## src/rtl/sda_lc_pkg.sv

```systemverilog
package sda_lc_pkg;

  localparam int LC_CODE_W = 2;
  localparam int LC_CFG_W  = LC_CODE_W + 1;

  typedef struct packed {
    logic                 filt_en;
    logic [LC_CODE_W-1:0] hold_code;
  } lc_cfg_t;

  function automatic int max_hold_cycles(input int step_cyc);
    return ((1 << LC_CODE_W) - 1) * step_cyc;
  endfunction

  function automatic int width_for(input int max_val);
    return (max_val < 2) ? 1 : $clog2(max_val + 1);
  endfunction

endpackage

```

## src/rtl/sda_lc_cfg_split.sv

```systemverilog
module sda_lc_cfg_split
  import sda_lc_pkg::*;
(
  input  logic [LC_CFG_W-1:0]  cfg_word,
  output logic [LC_CODE_W-1:0] hold_code,
  output logic                 filt_en
);
  lc_cfg_t cfg_s;

  assign cfg_s     = lc_cfg_t'(cfg_word);
  assign hold_code = cfg_s.hold_code;
  assign filt_en   = cfg_s.filt_en;
endmodule

```

## src/rtl/sda_hold_delay.sv

```systemverilog
module sda_hold_delay
  import sda_lc_pkg::*;
#(
  parameter int STEP_CYC = 5
) (
  input  logic                 clk,
  input  logic                 rst_n,
  input  logic [LC_CODE_W-1:0] hold_code,
  input  logic                 fall_stb,
  input  logic                 drive_req,
  output logic                 drive_out
);
  localparam int MAX_HOLD = max_hold_cycles(STEP_CYC);
  localparam int CNT_W    = width_for(MAX_HOLD);

  logic [CNT_W-1:0] remain_q;
  logic [CNT_W-1:0] load_val;
  logic             held_q;
  logic             arm;

  // Window length: code times the coarse step.
  assign load_val = CNT_W'(hold_code) * CNT_W'(STEP_CYC);
  assign arm      = fall_stb && (hold_code != '0);

  always_ff @(posedge clk or negedge rst_n) begin
    if (!rst_n) begin
      remain_q <= '0;
      held_q   <= 1'b0;
    end else if (arm) begin
      remain_q <= load_val;
      held_q   <= drive_out;
    end else if (remain_q != '0) begin
      remain_q <= remain_q - CNT_W'(1);
    end
  end

  // Latest request wins: the pad sees drive_req as soon as the window closes.
  assign drive_out = (remain_q != '0) ? held_q : drive_req;
endmodule

```

## src/rtl/sda_glitch_filter.sv

```systemverilog
module sda_glitch_filter
  import sda_lc_pkg::*;
#(
  parameter int STABLE_N = 3
) (
  input  logic clk,
  input  logic rst_n,
  input  logic en,
  input  logic pad_in,
  output logic rx_out
);
  localparam int RUN_W = width_for(STABLE_N - 1);

  logic             level_q;
  logic [RUN_W-1:0] run_q;

  always_ff @(posedge clk or negedge rst_n) begin
    if (!rst_n) begin
      level_q <= 1'b1;
      run_q   <= '0;
    end else if (!en) begin
      level_q <= pad_in;
      run_q   <= '0;
    end else if (pad_in != level_q) begin
      if (run_q == RUN_W'(STABLE_N - 1)) begin
        level_q <= pad_in;
        run_q   <= '0;
      end else begin
        run_q <= run_q + RUN_W'(1);
      end
    end else begin
      run_q <= '0;
    end
  end

  assign rx_out = en ? level_q : pad_in;
endmodule

```

## src/rtl/sda_line_ctrl.sv

```systemverilog
module sda_line_ctrl
  import sda_lc_pkg::*;
#(
  parameter int STEP_CYC = 5,
  parameter int STABLE_N = 3
) (
  input  logic                clk,
  input  logic                rst_n,
  input  logic [LC_CFG_W-1:0] line_cfg,
  input  logic                scl_fall_stb,
  input  logic                sda_drive_req,
  input  logic                sda_pad_in,
  output logic                sda_drive_out,
  output logic                sda_rx_out
);
  logic [LC_CODE_W-1:0] hold_code;
  logic                 filt_en;

  sda_lc_cfg_split u_cfg (
    .cfg_word  (line_cfg),
    .hold_code (hold_code),
    .filt_en   (filt_en)
  );

  sda_hold_delay #(.STEP_CYC(STEP_CYC)) u_hold (
    .clk       (clk),
    .rst_n     (rst_n),
    .hold_code (hold_code),
    .fall_stb  (scl_fall_stb),
    .drive_req (sda_drive_req),
    .drive_out (sda_drive_out)
  );

  generate
    if (STABLE_N > 1) begin : g_filt
      sda_glitch_filter #(.STABLE_N(STABLE_N)) u_filt (
        .clk    (clk),
        .rst_n  (rst_n),
        .en     (filt_en),
        .pad_in (sda_pad_in),
        .rx_out (sda_rx_out)
      );
    end else begin : g_nofilt
      assign sda_rx_out = sda_pad_in;
    end
  endgenerate
endmodule

```

## config.mk

```make
export PLATFORM = sky130hd
export DESIGN_NAME = sda_line_ctrl
export DESIGN_NICKNAME = d
export VERILOG_FILES = /design/src/rtl/sda_lc_pkg.sv /design/src/rtl/sda_lc_cfg_split.sv /design/src/rtl/sda_hold_delay.sv /design/src/rtl/sda_glitch_filter.sv /design/src/rtl/sda_line_ctrl.sv
export SDC_FILE = /design/constraint.sdc
export NUM_CORES = 1
export LEC_CHECK = 0
export CAP_MARGIN = 15
export CORE_AREA = 2 2 39 41
export CTS_CLUSTER_DIAMETER = 60
export DETAILED_ROUTE_END_ITERATION = 10
export DIE_AREA = 0 0 41 43
export HOLD_SLACK_MARGIN = 0.03
export PLACE_DENSITY = 0.64
export RECOVER_POWER = 100
export SYNTH_ARGS = -nofsm -noshare
export SYNTH_HDL_FRONTEND = slang
export SYNTH_SLANG_ARGS = --single-unit
```

## constraint.sdc

```tcl
create_clock -name clk -period 3.3 [get_ports clk]
set_clock_uncertainty 0.05 [all_clocks]
set_input_delay 0.495 -clock clk [delete_from_list [all_inputs] [get_ports clk]]
set_output_delay 0.495 -clock clk [all_outputs]
set_load 0.02 [all_outputs]
```

# Word-level counts from Yosys, hierarchy flattened
# Index checks and enable logic that the tools add are counted.
# classes
n_addsub	2
n_mul	1
n_div	0
order_cmp	0
n_eq_ne	4
shift	0
mux	10
bitwise	0
n_reduce_logical	5
# op_table
cell	n
4-bit two-way mux	2
2-bit two-way mux	3
1-bit two-way mux	5
2-bit by 3-bit multiplier with 4-bit output (second input constant)	1
2-bit by 1-bit inequality test with 1-bit output (second input constant)	2
2-bit nonzero test	2
4-bit nonzero test	1
4-bit by 1-bit subtractor with 4-bit output (second input constant)	1
2-bit by 1-bit adder with 2-bit output (second input constant)	1
2-bit equality test (second input constant)	1
2-bit AND reduction	1
1-bit logical AND	1
1-bit inequality test	1
# word_totals
regBits	8
latchBits	0
ramBits	0
mem_bits_ro	0
inputBits	8
output_inout_bits	2
elab_cells	26
mem_count	0

# Longest topological paths before layout
# Gate-level depths: netlist of run 1.
# logic_depth
word_depth	4
depth_mapped	5
mapped_depth_nobuf	5

# By module
# A second synthesis of run 1 with hierarchy kept.
# unflattened
hier_cells	39
hier_area_um2	455.4
# modules_own_cells
mod	n_inst	cells_each	area_per_inst_um2	seq_area_each_um2
sda_hold_delay	1	26	295.3	125.1
sda_glitch_filter	1	10	137.6	76.3
sda_lc_cfg_split	1	3	22.5	0.0

# Least setup slack after synthesis of run 1
# No wires, ideal clock.
# synth_timing
path_type	flip-flop to output port
from	register u_hold.remain_q[0]
to	output sda_drive_out
t_arrival_ps	1317
slack_ps	1438
stages_incl_launch_ff	5
path_buffers	0
path_cell_list	dfrtp_1 inv_1 ha_1 nor3b_4 mux2_2
# synth_between
elab_chain_cells	2
# synth_lines
item	line	text
start: declaration	sda_hold_delay.sv:16	logic [CNT_W-1:0] remain_q;
start signal: assignment	sda_hold_delay.sv:30	remain_q <= load_val;
start signal: assignment	sda_hold_delay.sv:33	remain_q <= remain_q - CNT_W'(1);
4-bit nonzero test	sda_hold_delay.sv:38	assign drive_out = (remain_q != '0) ? held_q : drive_req;
1-bit two-way mux	sda_hold_delay.sv:38	
end: declaration	sda_line_ctrl.sv:13	output logic sda_drive_out,
# No other way between the ends.

# Worst setup path in the final report of run 1
# Same ends and word-level chain as after synthesis.

==> flow_summary.toml, run 1 <==
[yosys]
ys_async_sr_fraction = 1.00
synth_edf_count = 0
synthTopCellsByCount = "dfrtp_1 (7), inv_1 (4), o21ai_0 (4)"
synth_top_cell_by_area = "dfrtp_1"
syn_area_um2 = 433
yosysUniqueCellTypes = 21
synth_top_family_by_area = "simple AND/OR/NAND/NOR gates"
synth.most_common_cell = "dfrtp_1"
netlist.area_leader.share = 0.405
syn_avg_cell_area_um2 = 11.4
ys_seq_area_frac = 0.465
synth_flop_cell = "dfrtp_1"
postSynthCellCount = 38
synthAdderAreaFrac = 0.0289
syn_nets = 47
synth_seq_cells = 8
synth_xor_area_frac = 0.0405
synth_compound_area_frac = 0.107
yosys.area_share.simple = 0.188
yosysWarnings = 0
synthMuxAreaShare = 0.136
synthTopCellsByArea = "dfrtp_1 (40%), mux2_2 (7.8%), dfstp_2 (6.1%)"

[clock_network]
cts_hold_buf = 0
cts.sinks = 8
cts_resized = 0
cts_tree = "built"
htree_levels = 1
post-cts-setup-buffers = 0
cts_buffer_depth = 2
clk_pin_slew_worst_paths_ns = 0.06
insertion_delay_ns = 0.26
cts_buffers = 3
clockRootBuffer = "clkbuf_4"

[route]
wl_per_cell_um = 9.93
via_count = 319
drt-pass1-iter-count = 4
drc = 0
drt-vias-per-instance = 4.76
ant_nets = 0
wl_um = 665
drt-initial-drc-count = 7

[die]
start_util = 0.313
die_h_um = 43
fp.dieW_um = 41
ios = 10
rows = 14
core_area_um2 = 1380
die_area_um2 = 1760

[grt]
met1_usage = 0.133
grt_pass1_vias = 293
grt.overflow.total = 0
grtUsageTotal = 0.105
global_route.peak_usage_layer = "met1"
antenna_found_initial = 0
use_met2 = 0.122
grt_pass1_wl_um = 1150
met3_usage = 0.0628
grt_start_max_net_pins = 9

[run]
cap_violations = 0

[sta]
hold_violations = 0
worst_pin_slew_ns = 0.343
period_share = 0.846
max_freq_mhz = 358
final_max_slew_viol_count = 0
rsz0062_at_grt = "no"
period_minus_slack_ns = 2.79
relSlewSlack = 0.770
setup_tns_ns = 0
finalSetupViolations = 0

[pwr]
p_per_area_nw_per_um2 = 622
total_power_mw = 0.351
p_leak_nw = 0.237
peakVddDrop_v = 0.000255

[worst_hold_path]
hold_path_class = "flip-flop to flip-flop"

[critical_path]
required_ns = 2.75
path_max_fanout = 5
startpoint_type = "flip-flop"
arrival_ns = 2.25
worstSetupPathType = "flip-flop to output pin"
end_kind = "output pin"

[placement]
hpwl_um = 555
post-place-cells = 63
port_buffers = 9
place_congestion = 0.702

[cells_and_area]
nets = 61
layout-drive-gt1-share = 0.196
syn2layout_area_growth_pct = 30.3
diodes = 0
stdcell_count = 67

[outcome]
outcome = "finished, final reports clean"
-- path summary, 6_finish.rpt --
check                                                       from                                 to  slack, ns  cells after the start
worst max register to register    u_hold.remain_q[0]$_DFFE_PN0P_          u_hold.held_q$_DFFE_PN0P_       1.66                      5
min in group asynchronous                                  rst_n     u_hold.remain_q[0]$_DFFE_PN0P_       0.52                      1
worst max-delay path              u_hold.remain_q[0]$_DFFE_PN0P_                      sda_drive_out       0.51                      5
max in group asynchronous                                  rst_n  g_filt.u_filt.level_q$_DFFE_PN1P_       2.37                      1
worst min register to register  g_filt.u_filt.run_q[0]$_DFF_PN0_   g_filt.u_filt.run_q[0]$_DFF_PN0_       0.40                      1
worst min-delay path            g_filt.u_filt.run_q[0]$_DFF_PN0_   g_filt.u_filt.run_q[0]$_DFF_PN0_       0.40                      1
-- sequential cells by signal, indices dropped and copies added (netlist names) --
signal / count
u_hold.remain_q: 4
g_filt.u_filt.run_q: 2
g_filt.u_filt.level_q: 1
u_hold.held_q: 1
-- layer usage --
layer  vias to the layer above  routed length (µm)  part of all wire
li1                        161                   -                 -
met1                       145                 303              0.46
met2                        11                 300              0.45
met3                         2                  46             0.069
met4                         0                  14             0.021
met5                         -                   0                 0
-- stage by stage --
stage	util	worst slack (ns)	area [µm²]	hold WS, ns
after floorplan	-	1.44	433	0.149
final	0.408	0.509	564	0.397
after CTS	0.411	0.582	569	0.401
after global placement	0.392	0.878	543	0.393
after global routing	0.408	0.405	564	0.420
after detailed placement	0.392	0.864	543	0.396
-- critical path: stages, from the launching register on --
cell and delay, ns:
dfrtp_1 0.38, inv_1 0.10, ha_1 0.21, nor3b_4 0.29, mux2_2 0.36, dlygate4sd3_1 0.65
-- kinds of logic after synthesis --
kind of cell               count (synthesis)
and+or+nand+nor                           11
AOI/OAI and AO/OA                          7
adders and majority gates                  1
DFF                                        8
xor gates and xnor gates                   2
muxes                                      5
buffers and inverters                      4
-- report_power, final --
| part | total [mW] | leakage [nW] | internal [mW] | switching [mW] |
|---|---|---|---|---|
| Clock | 0.0790 | 0.0150 | 0.0462 | 0.0328 |
| Combinational | 0.119 | 0.125 | 0.0682 | 0.0511 |
| Sequential | 0.153 | 0.0963 | 0.127 | 0.0255 |
| Total | 0.351 | 0.237 | 0.242 | 0.109 |
-- layout make-up --
cell class              count  area [µm²]
fillers                   139         820
multi-input cells          26         211
flip-flops and latches      8         201
repair buffers              9        90.1
clock buffers               4        26.3
well taps                  16        20.0
inverters                   4        15.0
-- placed cells by master (no fill, tap or decap), drive strengths merged --
cell           Yosys  final
nand3              1      1
o21ai              4      4
nor3b              1      1
clkbuf             0      4
nor4b              1      1
dlygate4sd3        0      6
nor3               1      1
mux2               4      4
o211ai             1      1
nand2              2      2
o311ai             1      1
a21oi              1      1
ha                 1      1
nor4bb             1      1
nor2               1      1
mux2i              1      1
dfstp              1      1
dfrtp              7      7
and3b              1      1
xnor2              2      2
inv                4      4
clkdlybuf4s50      0      3
and2               2      2
No activity file was read; power rests on OpenSTA's default activity.
==> run 2, diff against run 1 <==
clock period = 2.57 ns   (was 3.3 ns; I/O delays follow)
==> flow_summary.toml, run 2 (same netlist as run 1, synthesis figures left out) <==
[placement]
place_congestion = 0.785
port_buffers = 9
hpwl_um = 620
post-place-ws_ns = 0.354
placed_area_um2 = 551

[route]
drt-pass1-iter-count = 4
drc = 0
ant_nets = 0
drt-initial-drc-count = 5
drt-vias-per-instance = 4.88
wl_per_cell_um = 11.2
via_count = 332
wl_um = 762

[cells_and_area]
layout-drive-gt1-share = 0.173
nets = 62
syn2layout_area_growth_pct = 27.2
largest_register_ffs = 4
final_util = 0.398
top_register = "u_hold.remain_q"
fillers = 150
fin_area_um2 = 551
diodes = 0
reg_top3 = "u_hold.remain_q (4), g_filt.u_filt.run_q (2)"
mostFrequentLayoutCell = "dfrtp_1"
final_cell_mix = "dfrtp_1 (7), clkdlybuf4s50_1 (5), inv_1 (4), o21ai_0 (4)"

[critical_path]
required_ns = 2.13
end_kind = "output pin"
crit_path_max_incr_delay_ns = 0.58
arrival_ns = 1.84
slowest_stage = "dlygate4sd3_1"
worstSetupPathType = "primary input to output pin"
crit_path_cell_trace = "dlygate4sd3_1 -> mux2_2 -> clkdlybuf4s50_1"
startpoint_type = "primary input"
path_max_fanout = 4

[clock_network]
insertion_delay_ns = 0.26
clockRootBuffer = "clkbuf_4"
htree_levels = 1
cts_buffer_depth = 2
cts.sinks = 8
post-cts-setup-buffers = 0
cts_hold_buf = 0
cts_tree = "built"
clk_pin_slew_worst_paths_ns = 0.06
cts_buffers = 3

[pwr]
p_leak_nw = 0.229
p_per_area_nw_per_um2 = 801
peakVddDrop_v = 0.000372

[sta]
final_max_slew_viol_count = 0
finalSetupViolations = 0
max_freq_mhz = 439
period_share = 0.887
setup_tns_ns = 0
worst_pin_slew_ns = 0.376
rsz0062_at_grt = "no"
relSlewSlack = 0.748
period_minus_slack_ns = 2.28
hold_violations = 0
fin_ws_ns = 0.292

[grt]
grtUsageTotal = 0.123
grt_start_max_net_pins = 9
grt.overflow.total = 0
antenna_found_initial = 0
grt_pass1_wl_um = 1380
grt_pass1_vias = 306

[outcome]
outcome = "finished, final reports clean"

[die]
core_area_um2 = 1380
start_util = 0.313
ios = 10
die_h_um = 43
die_area_um2 = 1760
rows = 14
fp.dieW_um = 41

[run]
cap_violations = 0

[worst_hold_path]
hold_path_class = "flip-flop to flip-flop"
==> run 2: changes by cell type in the layout (fill, tap and decap cells not counted), sizes merged <==
| cell | previous run | this run |
|---|---|---|
| dlygate4sd3 | 6 | 3 |
| clkdlybuf4s50 | 3 | 5 |
| clkbuf | 4 | 6 |
==> run 2: final timing paths <==
kind / to / slack (ns) / cells past startpoint / from
worst min register to register: g_filt.u_filt.run_q[0]$_DFF_PN0_ / 0.40 / 1 / g_filt.u_filt.run_q[0]$_DFF_PN0_
worst max-delay path: sda_rx_out / 0.29 / 3 / line_cfg[2]
max in group asynchronous: g_filt.u_filt.level_q$_DFFE_PN1P_ / 1.72 / 1 / rst_n
worst max register to register: u_hold.held_q$_DFFE_PN0P_ / 0.76 / 6 / u_hold.remain_q[0]$_DFFE_PN0P_
worst min-delay path: g_filt.u_filt.run_q[0]$_DFF_PN0_ / 0.40 / 1 / g_filt.u_filt.run_q[0]$_DFF_PN0_
min in group asynchronous: g_filt.u_filt.run_q[0]$_DFF_PN0_ / 0.43 / 1 / rst_n
==> run 2: where the power goes <==
group          leakage, nW  switching, mW  total (mW)  internal [mW]
combinational        0.117         0.0683       0.145         0.0772
sequential          0.0963         0.0274       0.191          0.164
clock               0.0150         0.0450       0.105         0.0595
total                0.229          0.141       0.441          0.300
==> run 2: area by class of cell <==
type	count	area [µm²]	share of cell area
Multi-Input combinational cell	26	200	0.364
Inverter	4	15.0	0.0273
Timing Repair Buffer	10	87.6	0.159
Clock buffer	4	26.3	0.0477
Sequential cell	8	201	0.366
Tap cell	16	20.0	0.0364
==> run 2: per-layer routing <==
| metal | vias to the layer above | wire length, µm | track usage |
|---|---|---|---|
| li1 | 164 | - | - |
| met1 | 159 | 365 | 0.166 |
| met2 | 9 | 367 | 0.156 |
| met3 | 0 | 29 | 0.0628 |
| met4 | 0 | 0 | 0.0600 |
| met5 | - | 0 | 0 |
==> run 2: repair_timing <==
action,4_1_cts,5_1_grt
endpoints found under the setup margin,0,1
gates resized for setup,0,1
hold endpoints to repair,0,0
==> run 2: per-stage QoR <==
step / cells / power [mW] / hold WS, ns
after global placement: 64 / 0.365 / 0.392
final: 68 / 0.441 / 0.405
after global routing: 68 / 0.482 / 0.428
after CTS: 68 / 0.475 / 0.367
after floorplan: 38 / 0.304 / 0.0399
after detailed placement: 64 / 0.365 / 0.399
==> run 2: worst max-delay path: cells and delay by family <==
kind,cells,cell delay (ns)
buffers and inverters,2,1.11
muxes,1,0.35
==> run 3, diff against run 2 <==
SKIP_CTS_REPAIR_TIMING = 1   (was not set)
SKIP_LAST_GASP = 1   (was not set)
==> results of run 3 <==
No change in the layout: final DEF, timing and power equal those of run 2.
